### src/rtl/spc_pkg.sv
package spc_pkg;

  typedef enum logic [2:0] {
    S_IDLE,
    S_WB,
    S_WBW,
    S_FILL,
    S_FILLW,
    S_MERGE,
    S_WT
  } spc_state_e;

  typedef enum logic [1:0] {
    OP_WRITE = 2'd0,
    OP_FILL  = 2'd1,
    OP_WBACK = 2'd2
  } spc_op_e;

endpackage

### src/rtl/spc_lane_mask.sv
module spc_lane_mask #(
  parameter int WORD_BYTES = 8,
  parameter int LINE_BYTES = 32
) (
  input  logic                         clk,
  input  logic                         rst,
  input  logic                         chk_en,
  input  logic [$clog2(LINE_BYTES)-1:0] off,
  input  logic [1:0]                   len,
  input  logic [WORD_BYTES*8-1:0]      data,
  output logic [WORD_BYTES-1:0]        word_be,
  output logic [WORD_BYTES*8-1:0]      word_data,
  output logic [LINE_BYTES-1:0]        line_be,
  output logic [LINE_BYTES*8-1:0]      line_data
);
  localparam int OFFW  = $clog2(LINE_BYTES);
  localparam int WOFF  = $clog2(WORD_BYTES);
  localparam int WIDXW = OFFW - WOFF;
  localparam int CW    = WOFF + 2;

  logic [WOFF-1:0]  lo;
  logic [WIDXW-1:0] widx;
  logic [CW-1:0]    lo_c;
  logic [CW-1:0]    nb_c;

  assign lo   = off[WOFF-1:0];
  assign widx = off[OFFW-1:WOFF];
  assign lo_c = CW'(lo);
  assign nb_c = CW'(1) << len;

  assign word_data = data << {lo, 3'b000};

  for (genvar b = 0; b < WORD_BYTES; b++) begin : g_wbyte
    assign word_be[b] = (CW'(b) >= lo_c) && (CW'(b) < lo_c + nb_c);
  end

  for (genvar j = 0; j < LINE_BYTES; j++) begin : g_lbyte
    assign line_be[j]          = (widx == WIDXW'(j / WORD_BYTES)) && word_be[j % WORD_BYTES];
    assign line_data[j*8 +: 8] = word_data[(j % WORD_BYTES)*8 +: 8];
  end


  be_count_chk: assert property (@(posedge clk) disable iff (rst)
    chk_en |-> ($countones(word_be) == int'(nb_c)));


  line_count_chk: assert property (@(posedge clk) disable iff (rst)
    chk_en |-> ($countones(line_be) == $countones(word_be)));

endmodule

### src/rtl/spc_age_lru.sv
module spc_age_lru #(
  parameter int SETS = 16,
  parameter int WAYS = 4
) (
  input  logic                    clk,
  input  logic                    rst,
  input  logic                    upd_en,
  input  logic [$clog2(SETS)-1:0] upd_set,
  input  logic [$clog2(WAYS)-1:0] upd_way,
  input  logic [$clog2(SETS)-1:0] q_set,
  output logic [$clog2(WAYS)-1:0] q_way
);
  localparam int AGEW = $clog2(WAYS);

  logic [AGEW-1:0] age_q [SETS][WAYS];

  always_ff @(posedge clk) begin
    if (rst) begin
      for (int s = 0; s < SETS; s++)
        for (int w = 0; w < WAYS; w++)
          age_q[s][w] <= AGEW'(w);
    end else if (upd_en) begin
      for (int w = 0; w < WAYS; w++) begin
        if (AGEW'(w) == upd_way)
          age_q[upd_set][w] <= '0;
        else if (age_q[upd_set][w] < age_q[upd_set][upd_way])
          age_q[upd_set][w] <= age_q[upd_set][w] + 1'b1;
      end
    end
  end

  always_comb begin
    q_way = '0;
    for (int w = 0; w < WAYS; w++)
      if (age_q[q_set][w] == AGEW'(WAYS-1))
        q_way = AGEW'(w);
  end

  for (genvar s = 0; s < SETS; s++) begin : g_set
    logic [WAYS-1:0] old_v;
    for (genvar w = 0; w < WAYS; w++) begin : g_way
      assign old_v[w] = (age_q[s][w] == AGEW'(WAYS-1));
    end

    lru_perm_chk: assert property (@(posedge clk) disable iff (rst)
      $countones(old_v) == 1);
  end


  lru_zero_chk: assert property (@(posedge clk) disable iff (rst)
    upd_en |=> (age_q[$past(upd_set)][$past(upd_way)] == '0));

endmodule

### src/rtl/store_policy_ctrl.sv
module store_policy_ctrl #(
  parameter int          AW         = 32,
  parameter int          WORD_BYTES = 8,
  parameter int          LINE_BYTES = 32,
  parameter int          SETS       = 16,
  parameter int          WAYS       = 4,
  parameter logic [31:0] NC_BASE    = 32'hF000_0000,
  localparam int OFFW = $clog2(LINE_BYTES),
  localparam int SETW = $clog2(SETS),
  localparam int WAYW = $clog2(WAYS),
  localparam int TAGW = AW - OFFW - SETW,
  localparam int DW   = WORD_BYTES * 8
) (
  input  logic                    clk,
  input  logic                    rst,
  input  logic                    cfg_cache_en,
  input  logic                    cfg_copy_back,
  input  logic                    st_valid,
  input  logic [AW-1:0]           st_addr,
  input  logic [DW-1:0]           st_data,
  input  logic [1:0]              st_len,
  input  logic                    st_hit,
  input  logic [WAYW-1:0]         st_way,
  input  logic                    st_way_ok,
  input  logic                    st_vict_valid,
  input  logic                    st_vict_dirty,
  input  logic [TAGW-1:0]         st_vict_tag,
  output logic                    st_busy,
  output logic                    mem_req,
  output logic [1:0]              mem_op,
  output logic [AW-1:0]           mem_addr,
  output logic [DW-1:0]           mem_wdata,
  output logic [WORD_BYTES-1:0]   mem_be,
  input  logic                    mem_gnt,
  input  logic                    mem_done,
  output logic                    dw_we,
  output logic [SETW-1:0]         dw_set,
  output logic [WAYW-1:0]         dw_way,
  output logic [LINE_BYTES-1:0]   dw_be,
  output logic [LINE_BYTES*8-1:0] dw_data,
  output logic                    ln_we,
  output logic [SETW-1:0]         ln_set,
  output logic [WAYW-1:0]         ln_way,
  output logic [TAGW-1:0]         ln_tag,
  output logic                    ln_valid,
  output logic                    ln_dirty,
  input  logic [SETW-1:0]         vq_set,
  output logic [WAYW-1:0]         vq_way
);
  import spc_pkg::*;
  localparam int WOFF = $clog2(WORD_BYTES);

  spc_state_e      st_q;
  logic [AW-1:0]   a_q;
  logic [DW-1:0]   d_q;
  logic [1:0]      l_q;
  logic [WAYW-1:0] way_q;
  logic [TAGW-1:0] vtag_q;
  logic            cb_q;

  logic            take;
  logic            bypass;
  logic [SETW-1:0] set_q;
  logic [TAGW-1:0] tag_q;
  logic [WORD_BYTES-1:0] word_be;

  assign take   = st_valid && (st_q == S_IDLE);
  assign bypass = !cfg_cache_en || (st_addr >= AW'(NC_BASE));
  assign set_q  = a_q[OFFW +: SETW];
  assign tag_q  = a_q[AW-1 -: TAGW];

  always_ff @(posedge clk) begin
    if (rst) begin
      st_q   <= S_IDLE;
      a_q    <= '0;
      d_q    <= '0;
      l_q    <= '0;
      way_q  <= '0;
      vtag_q <= '0;
      cb_q   <= 1'b0;
    end else begin
      case (st_q)
        S_IDLE: if (take) begin
          a_q    <= st_addr;
          d_q    <= st_data;
          l_q    <= st_len;
          way_q  <= st_way;
          vtag_q <= st_vict_tag;
          cb_q   <= cfg_copy_back;
          if (bypass)
            st_q <= S_WT;
          else if (st_hit)
            st_q <= S_MERGE;
          else if (st_way_ok && cfg_copy_back)
            st_q <= (st_vict_valid && st_vict_dirty) ? S_WB : S_FILL;
          else
            st_q <= S_WT;
        end
        S_WB:    if (mem_gnt)  st_q <= S_WBW;
        S_WBW:   if (mem_done) st_q <= S_FILL;
        S_FILL:  if (mem_gnt)  st_q <= S_FILLW;
        S_FILLW: if (mem_done) st_q <= S_MERGE;
        S_MERGE: st_q <= cb_q ? S_IDLE : S_WT;
        S_WT:    if (mem_gnt)  st_q <= S_IDLE;
        default: st_q <= S_IDLE;
      endcase
    end
  end

  spc_lane_mask #(
    .WORD_BYTES (WORD_BYTES),
    .LINE_BYTES (LINE_BYTES)
  ) lane_i (
    .clk       (clk),
    .rst       (rst),
    .chk_en    (st_q != S_IDLE),
    .off       (a_q[OFFW-1:0]),
    .len       (l_q),
    .data      (d_q),
    .word_be   (word_be),
    .word_data (mem_wdata),
    .line_be   (dw_be),
    .line_data (dw_data)
  );

  spc_age_lru #(
    .SETS (SETS),
    .WAYS (WAYS)
  ) lru_i (
    .clk     (clk),
    .rst     (rst),
    .upd_en  (st_q == S_MERGE),
    .upd_set (set_q),
    .upd_way (way_q),
    .q_set   (vq_set),
    .q_way   (vq_way)
  );

  always_comb begin
    mem_req  = (st_q == S_WB) || (st_q == S_FILL) || (st_q == S_WT);
    mem_op   = OP_WRITE;
    mem_addr = {a_q[AW-1:WOFF], {WOFF{1'b0}}};
    mem_be   = '0;
    case (st_q)
      S_WB: begin
        mem_op   = OP_WBACK;
        mem_addr = {vtag_q, set_q, {OFFW{1'b0}}};
      end
      S_FILL: begin
        mem_op   = OP_FILL;
        mem_addr = {a_q[AW-1:OFFW], {OFFW{1'b0}}};
      end
      S_WT: mem_be = word_be;
      default: ;
    endcase
  end

  assign st_busy  = (st_q != S_IDLE);
  assign dw_we    = (st_q == S_MERGE);
  assign dw_set   = set_q;
  assign dw_way   = way_q;
  assign ln_we    = (st_q == S_MERGE);
  assign ln_set   = set_q;
  assign ln_way   = way_q;
  assign ln_tag   = tag_q;
  assign ln_valid = 1'b1;
  assign ln_dirty = cb_q;


  req_hold_chk: assert property (@(posedge clk) disable iff (rst)
    (mem_req && !mem_gnt) |=> (mem_req && $stable(mem_op) && $stable(mem_addr)));


  bypass_quiet_chk: assert property (@(posedge clk) disable iff (rst)
    (st_valid && !st_busy && bypass) |=> (!dw_we && !ln_we && mem_req && mem_op == OP_WRITE));


  fill_merge_chk: assert property (@(posedge clk) disable iff (rst)
    (st_q == S_FILLW && mem_done) |=> (dw_we && ln_we && ln_valid && ln_dirty));


  wb_then_fill_chk: assert property (@(posedge clk) disable iff (rst)
    (st_q == S_WBW && mem_done) |=> (mem_req && mem_op == OP_FILL));


  word_cross_chk: assert property (@(posedge clk) disable iff (rst)
    (st_valid && !st_busy) |-> (int'(st_addr[WOFF-1:0]) + (1 << st_len) <= WORD_BYTES));

endmodule

### config.mk
export PLATFORM = sky130hd
export DESIGN_NAME = store_policy_ctrl
export DESIGN_NICKNAME = d
export VERILOG_FILES = /design/src/rtl/spc_pkg.sv /design/src/rtl/spc_lane_mask.sv /design/src/rtl/spc_age_lru.sv /design/src/rtl/store_policy_ctrl.sv
export SDC_FILE = /design/constraint.sdc
export NUM_CORES = 1
export LEC_CHECK = 0
export BUFFER_PORTS_ARGS = -buffer_cell sky130_fd_sc_hd__clkbuf_2
export CORE_AREA = 4 4 222 224
export DETAILED_ROUTE_END_ITERATION = 7
export DIE_AREA = 0 0 226 228
export HOLD_SLACK_MARGIN = 0.08
export SLEW_MARGIN = 40
export SYNTH_ARGS = -nofsm -noshare
export SYNTH_HDL_FRONTEND = slang
export SYNTH_SLANG_ARGS = --single-unit
### constraint.sdc
create_clock -name clk -period 3.9 [get_ports clk]
set_clock_uncertainty 0.1 [all_clocks]
set_input_delay 0.585 -clock clk [delete_from_list [all_inputs] [get_ports clk]]
set_output_delay 0.585 -clock clk [all_outputs]
set_load 0.05 [all_outputs]
==> flow_summary.ini, run 1 <==
[setup_path]
critical_path_arrival_ns = 3.98
crit_required_ns = 4.07
end_kind = flop
crit_path_start_kind = flop
critPathKind = reg -> reg
ff2ff_path_depth = 12
worstPathMaxFanout = 13

[timing]
worst_pin_slew_ns = 0.895
fin_crit_sh = 0.978
fin_tns_setup_ns = 0
finalSetupViolations = 0
rsz0062_at_grt = true
slew_headroom = 0.401
hold_ws_ns = 0.128
finalCriticalPeriod_ns = 3.81
final_max_slew_viol_count = 0
clock.fmax_mhz = 262
hold_viol = 0

[run_status]
outcome = complete, no violations

[route]
route.detailed.drc = 0
wl_met2_mm = 32.1
top_layer_used = met5
drt_iter0_markers = 1543
wirelength_mm = 68.2
wl_met3_mm = 5.00
vias = 15100
drt_first_pass_iters = 5
avgViaCountPerCell = 5.33
wl_per_cell_um = 24.1
wl_met1_mm = 28.1
antenna_left = 0

[logic_synthesis]
synth_cell_type_count = 64
synth-edff-count = 128
synth.avg_cell_area_sq_um = 8.67
yosys_warnings = 0
synth_seq_area_share = 0.388
syn_inst = 1924
syn_area_sq_um = 16700
ys_ff_latch = 259
async_flop_share = 0
ys.flop_type = dfxtp_1

[job]
drv_cap = 0

[grt]
grt_pass1_vias = 14500
grt_max_degree = 85
antenna_found_initial = 10
grt_overflow = 0
track_usage = 0.249
grt_first_pass_wirelength_mm = 96.9

[clocking]
clkSinkCount = 259
clk_pin_slew_worst_paths_ns = 0.06
cts_tree = built
clk_latency_ns = 0.58
clockRootBuffer = clkbuf_16
cts_made_buffers = 29
htreeDepth = 1
cts_buffer_depth = 3

[die]
die_x_um = 226
rows = 80
start_util = 0.352
die_y_um = 228
core_area_sq_um = 47300
ioPinCount = 575
dieArea_sq_um = 51500

[placement]
place_hpwl_mm = 53.0
port_buffers = 570
gp_congestion = 0.934
dp_cells = 2761

[layout]
final_cell_mix = clkbuf_2, nand2_1, nor2_1
stdcell_count = 2830
utilization = 0.413
area_growth_pct = 17.2
nets = 2329
layout_commonest_cell = clkbuf_2
drive_above_1_share = 0.378

[power_and_ir_drop]
p_leak_nw = 8.05
powerDensity_nw_per_um2 = 838
ir_drop_mv = 1.26
power.total_w = 0.0164

[hold_path]
hp-start = st_data[32]
holdPathStages = 3
hold_path_class = in -> reg
sequential cells by signal, indices dropped and copies added, names as in the netlist, named ones only:
register and count:
a_q 32, l_q 2, vtag_q 23, d_q 64
st_q 3, dw_way 2, lru_i.age_q 128, ln_dirty 1
cell type report:
class | count | area, sq um
tap | 615 | 769
timing repair buffer | 646 | 3610
sequential | 259 | 6480
multi-input combinational | 1233 | 7650
inverter | 14 | 52.6
fill | 4743 | 27800
clock buffer | 47 | 867
antenna | 9 | 22.5
clock inverter | 7 | 105
cell families after synthesis:
family / share of synthesized area
simple gates: 0.181
buf+inv: 0.167
compound gates: 0.126
flops: 0.388
mux: 0.130
fa+ha+maj: 0.00645
xor+xnor: 0.00158
other cells: 0.000450
through the flow:
| stage | area (sq um) | setup slack (ns) |
|---|---|---|
| after detailed placement | 18300 | -0.144 |
| final | 19500 | 0.0872 |
| after floorplan | 16700 | 0.0147 |
| after global routing | 19500 | -0.0285 |
| after CTS | 19400 | -0.0734 |
| after global placement | 18300 | -0.110 |
repair_timing:
action                                  in CTS  in global routing
setup buffers                                1                  2
cloned                                       1                  2
resized for setup                            3                 24
pin swaps                                    1                  1
hold buffers                                 0                  0
endpoints found under the setup margin      90                156
worst paths after layout:
check	endpoint	slack (ns)
hold / removal	d_q[32]	0.13
setup / recovery	lru_i.age_q[12][1]	0.09
setup reg to reg	lru_i.age_q[12][1]	0.09
hold reg to reg	d_q[57]	0.36
cell usage after synthesis, types with 3 or more instances:
master / n / area share
nor3_1: 19 / 0.0057
buf_4: 304 / 0.14
and2_1: 13 / 0.0049
nand2_1: 365 / 0.082
o21bai_1: 17 / 0.0077
a31oi_1: 3 / 0.0011
buf_1: 22 / 0.0050
dfxtp_1: 131 / 0.16
a22oi_1: 10 / 0.0045
edfxtp_1: 128 / 0.23
nand4_1: 5 / 0.0019
nand3_1: 68 / 0.020
or2_2: 8 / 0.0030
nor2b_1: 22 / 0.0083
inv_1: 13 / 0.0029
o21ai_0: 53 / 0.016
o211ai_1: 15 / 0.0068
mux4_2: 38 / 0.051
mux2_2: 52 / 0.035
buf_2: 11 / 0.0033
mux2i_1: 72 / 0.043
nor2_1: 176 / 0.040
a211oi_1: 3 / 0.0014
a21oi_1: 160 / 0.048
clkbuf_1: 84 / 0.019
o22a_1: 4 / 0.0021
o22ai_1: 17 / 0.0064
or2_1: 10 / 0.0038
a21o_1: 36 / 0.016
ha_1: 7 / 0.0053
nand3b_1: 3 / 0.0014
nand2b_1: 13 / 0.0049
critical path, stage by stage, from the launching register on:
cell       delay, ns
dfxtp_4         0.37
buf_12          0.14
mux4_2          0.49
mux4_2          0.55
mux4_2          0.50
inv_2           0.09
ha_1            0.27
nand2_2         0.10
a2bb2oi_4       0.21
o31ai_4         0.17
buf_4           0.20
nor2_2          0.13
or2_1           0.16
metal layers:
metal,track usage,vias up
met5,0,-
met4,0.0911,2
met1,0.330,7360
met3,0.0465,147
li1,-,6852
met2,0.407,711
where the power goes:
part | internal [W] | switching (W) | total [W] | leakage [nW]
Sequential | 0.00317 | 0.000490 | 0.00367 | 2.17
Combinational | 0.00215 | 0.00774 | 0.00990 | 5.41
Clock | 0.00166 | 0.00115 | 0.00281 | 0.476
Total | 0.00699 | 0.00938 | 0.0164 | 8.05
Power figures use the tool's default switching activity.
==> inputs of run 2 (changes only) <==
--- a/config.mk
+++ b/config.mk
@@ -6,11 +6,12 @@
 export NUM_CORES = 1
 export LEC_CHECK = 0
 export BUFFER_PORTS_ARGS = -buffer_cell sky130_fd_sc_hd__clkbuf_2
-export CORE_AREA = 4 4 222 224
+export CORE_ASPECT_RATIO = 0.8
+export CORE_MARGIN = 4
+export CORE_UTILIZATION = 34
 export DETAILED_ROUTE_END_ITERATION = 7
-export DIE_AREA = 0 0 226 228
 export HOLD_SLACK_MARGIN = 0.08
-export SLEW_MARGIN = 40
+export SLEW_MARGIN = 20
 export SYNTH_ARGS = -nofsm -noshare
 export SYNTH_HDL_FRONTEND = slang
 export SYNTH_SLANG_ARGS = --single-unit
==> constraint.sdc (replaced) <==
create_clock -name clk -period 4.3 [get_ports clk]
set_clock_uncertainty 0.1 [all_clocks]
set_input_delay 0.645 -clock clk [delete_from_list [all_inputs] [get_ports clk]]
set_output_delay 0.645 -clock clk [all_outputs]
set_load 0.05 [all_outputs]
==> run 2 against run 1 <==
Net effect:
- hold slack better by 0.056 ns
- core utilization fell by 1.5 points
- design area decreased by 1.5%
- critical endpoint is now mem_wdata[60]
- largest cell class unchanged
- highest routed layer unchanged
==> flow_summary.ini, run 2 (synthesized netlist as in run 1, its figures left out) <==
[setup_path]
critPathSlowestCell = o21ai_0
critical_path_arrival_ns = 3.54
crit_path_start_kind = flop
cpPeakStageDelay_ns = 0.78
cpMostUsedCell = buf_4
critPathKind = reg -> out
path_cells = buf_4 -> buf_4 -> mux2_2 -> a21oi_1 -> o21ai_0 -> clkbuf_2
cp_num_buf_inv = 3
worstPathMaxFanout = 32
crit_required_ns = 3.56
end_kind = output port
cp_top_family = buffers and inverters

[timing]
finalCriticalPeriod_ns = 4.28
fin_tns_setup_ns = 0
clock.fmax_mhz = 233
hold_ws_ns = 0.184
worst_pin_slew_ns = 1.17
final_max_slew_viol_count = 0
hold_viol = 0
slew_headroom = 0.216
fin_crit_sh = 0.996
rsz0062_at_grt = false
finalSetupViolations = 0

[placement]
dpl_cell_area_sq_um = 18200
port_buffers = 570
place_hpwl_mm = 53.1
gp_congestion = 0.977

[die]
rows = 72
die_x_um = 256
dieArea_sq_um = 52700
ioPinCount = 575
start_util = 0.345
die_y_um = 206
core_area_sq_um = 48400

[layout]
reg_top3 = lru_i.age_q x128, d_q x64, a_q x32
area_growth_pct = 15.4
final_cell_mix = clkbuf_2, nand2_1, nor2_1
utilization = 0.398
fin_area_sq_um = 19200
largest_reg_flops = 128
regArea_sq_um = 6470
drive_above_1_share = 0.369
nets = 2318
largest_register = lru_i.age_q
multi_input_area_sq_um = 7460
layout_commonest_cell = clkbuf_2
nFillCells = 4837

[route]
route.detailed.drc = 0
avgViaCountPerCell = 5.42
drt_first_pass_iters = 5
wirelength_mm = 68.9
antenna_left = 0
vias = 15300
drt_iter0_markers = 1563
wl_per_cell_um = 24.4

[power_and_ir_drop]
p_leak_nw = 7.95
ir_drop_mv = 0.794
powerDensity_nw_per_um2 = 776
power.total_w = 0.0149

[clocking]
clockRootBuffer = clkbuf_16
cts_tree = built
clkSinkCount = 259
clk_latency_ns = 0.57
clk_pin_slew_worst_paths_ns = 0.07
cts_buffer_depth = 3
cts_made_buffers = 31
ctsResizeCount = 1
postCtsSetupRepairBufs = 0
htreeDepth = 1
hold_buffers = 0

[grt]
grt_max_degree = 102
grt_first_pass_wirelength_mm = 95.2
track_usage = 0.242
grt_overflow = 0
grt_pass1_vias = 13900
antenna_found_initial = 13

[hold_path]
hold_path_class = in -> reg

[run_status]
outcome = complete, no violations

[job]
drv_cap = 0
[run 2: changes by cell type in the layout (fill, tap and decap cells not counted), moves of 5 or more]
| cell | change |
|---|---|
| buf_4 | -5 |
| clkbuf_1 | -7 |
| clkinv_4 | +6 |
| diode_2 | -5 |
[run 2: worst paths after layout]
kind / slack (ns) / endpoint / startpoint / cells after the start
hold reg to reg: 0.35 / d_q[55] / d_q[55] / 2
hold / removal: 0.18 / vtag_q[10] / st_vict_tag[10] / 3
setup reg to reg: 0.25 / lru_i.age_q[4][0] / flop / 11
setup / recovery: 0.02 / mem_wdata[60] / a_q[1] / 6
[run 2: final cells by class]
class / count / share of cell area
Multi-Input combinational cell: 1232 / 0.388
Sequential cell: 259 / 0.336
Timing Repair Buffer: 634 / 0.178
Clock buffer: 38 / 0.0427
Tap cell: 629 / 0.0409
Clock inverter: 20 / 0.0111
Inverter: 14 / 0.00273
Antenna cell: 4 / 0.000520
[run 2: layer usage]
metal / share of wire / global-route usage / up-vias
li1: - / - / 6824
met1: 0.42 / 0.344 / 7364
met2: 0.42 / 0.347 / 1015
met3: 0.14 / 0.0973 / 113
met4: 0.022 / 0.0523 / 18
met5: 0.0017 / 0 / -
[run 2: power by group]
group          leakage, nW  internal, W  total [W]  switching (W)
registers             2.17      0.00288    0.00331       0.000430
logic                 5.28      0.00186    0.00897        0.00711
clock network        0.498      0.00151    0.00267        0.00116
[run 2: worst min-delay path: stages]
cell      delay, ns
clkbuf_2       0.08
nand2_1        0.04
a21oi_1        0.05
[run 2: per-stage QoR]
stage | std cells | setup WS [ns]
after floorplan | 1926 | 0.182
after global placement | 2768 | 0.291
after detailed placement | 2768 | 0.290
after CTS | 2826 | 0.0195
after global routing | 2826 | 0.0249
final | 2830 | 0.0163
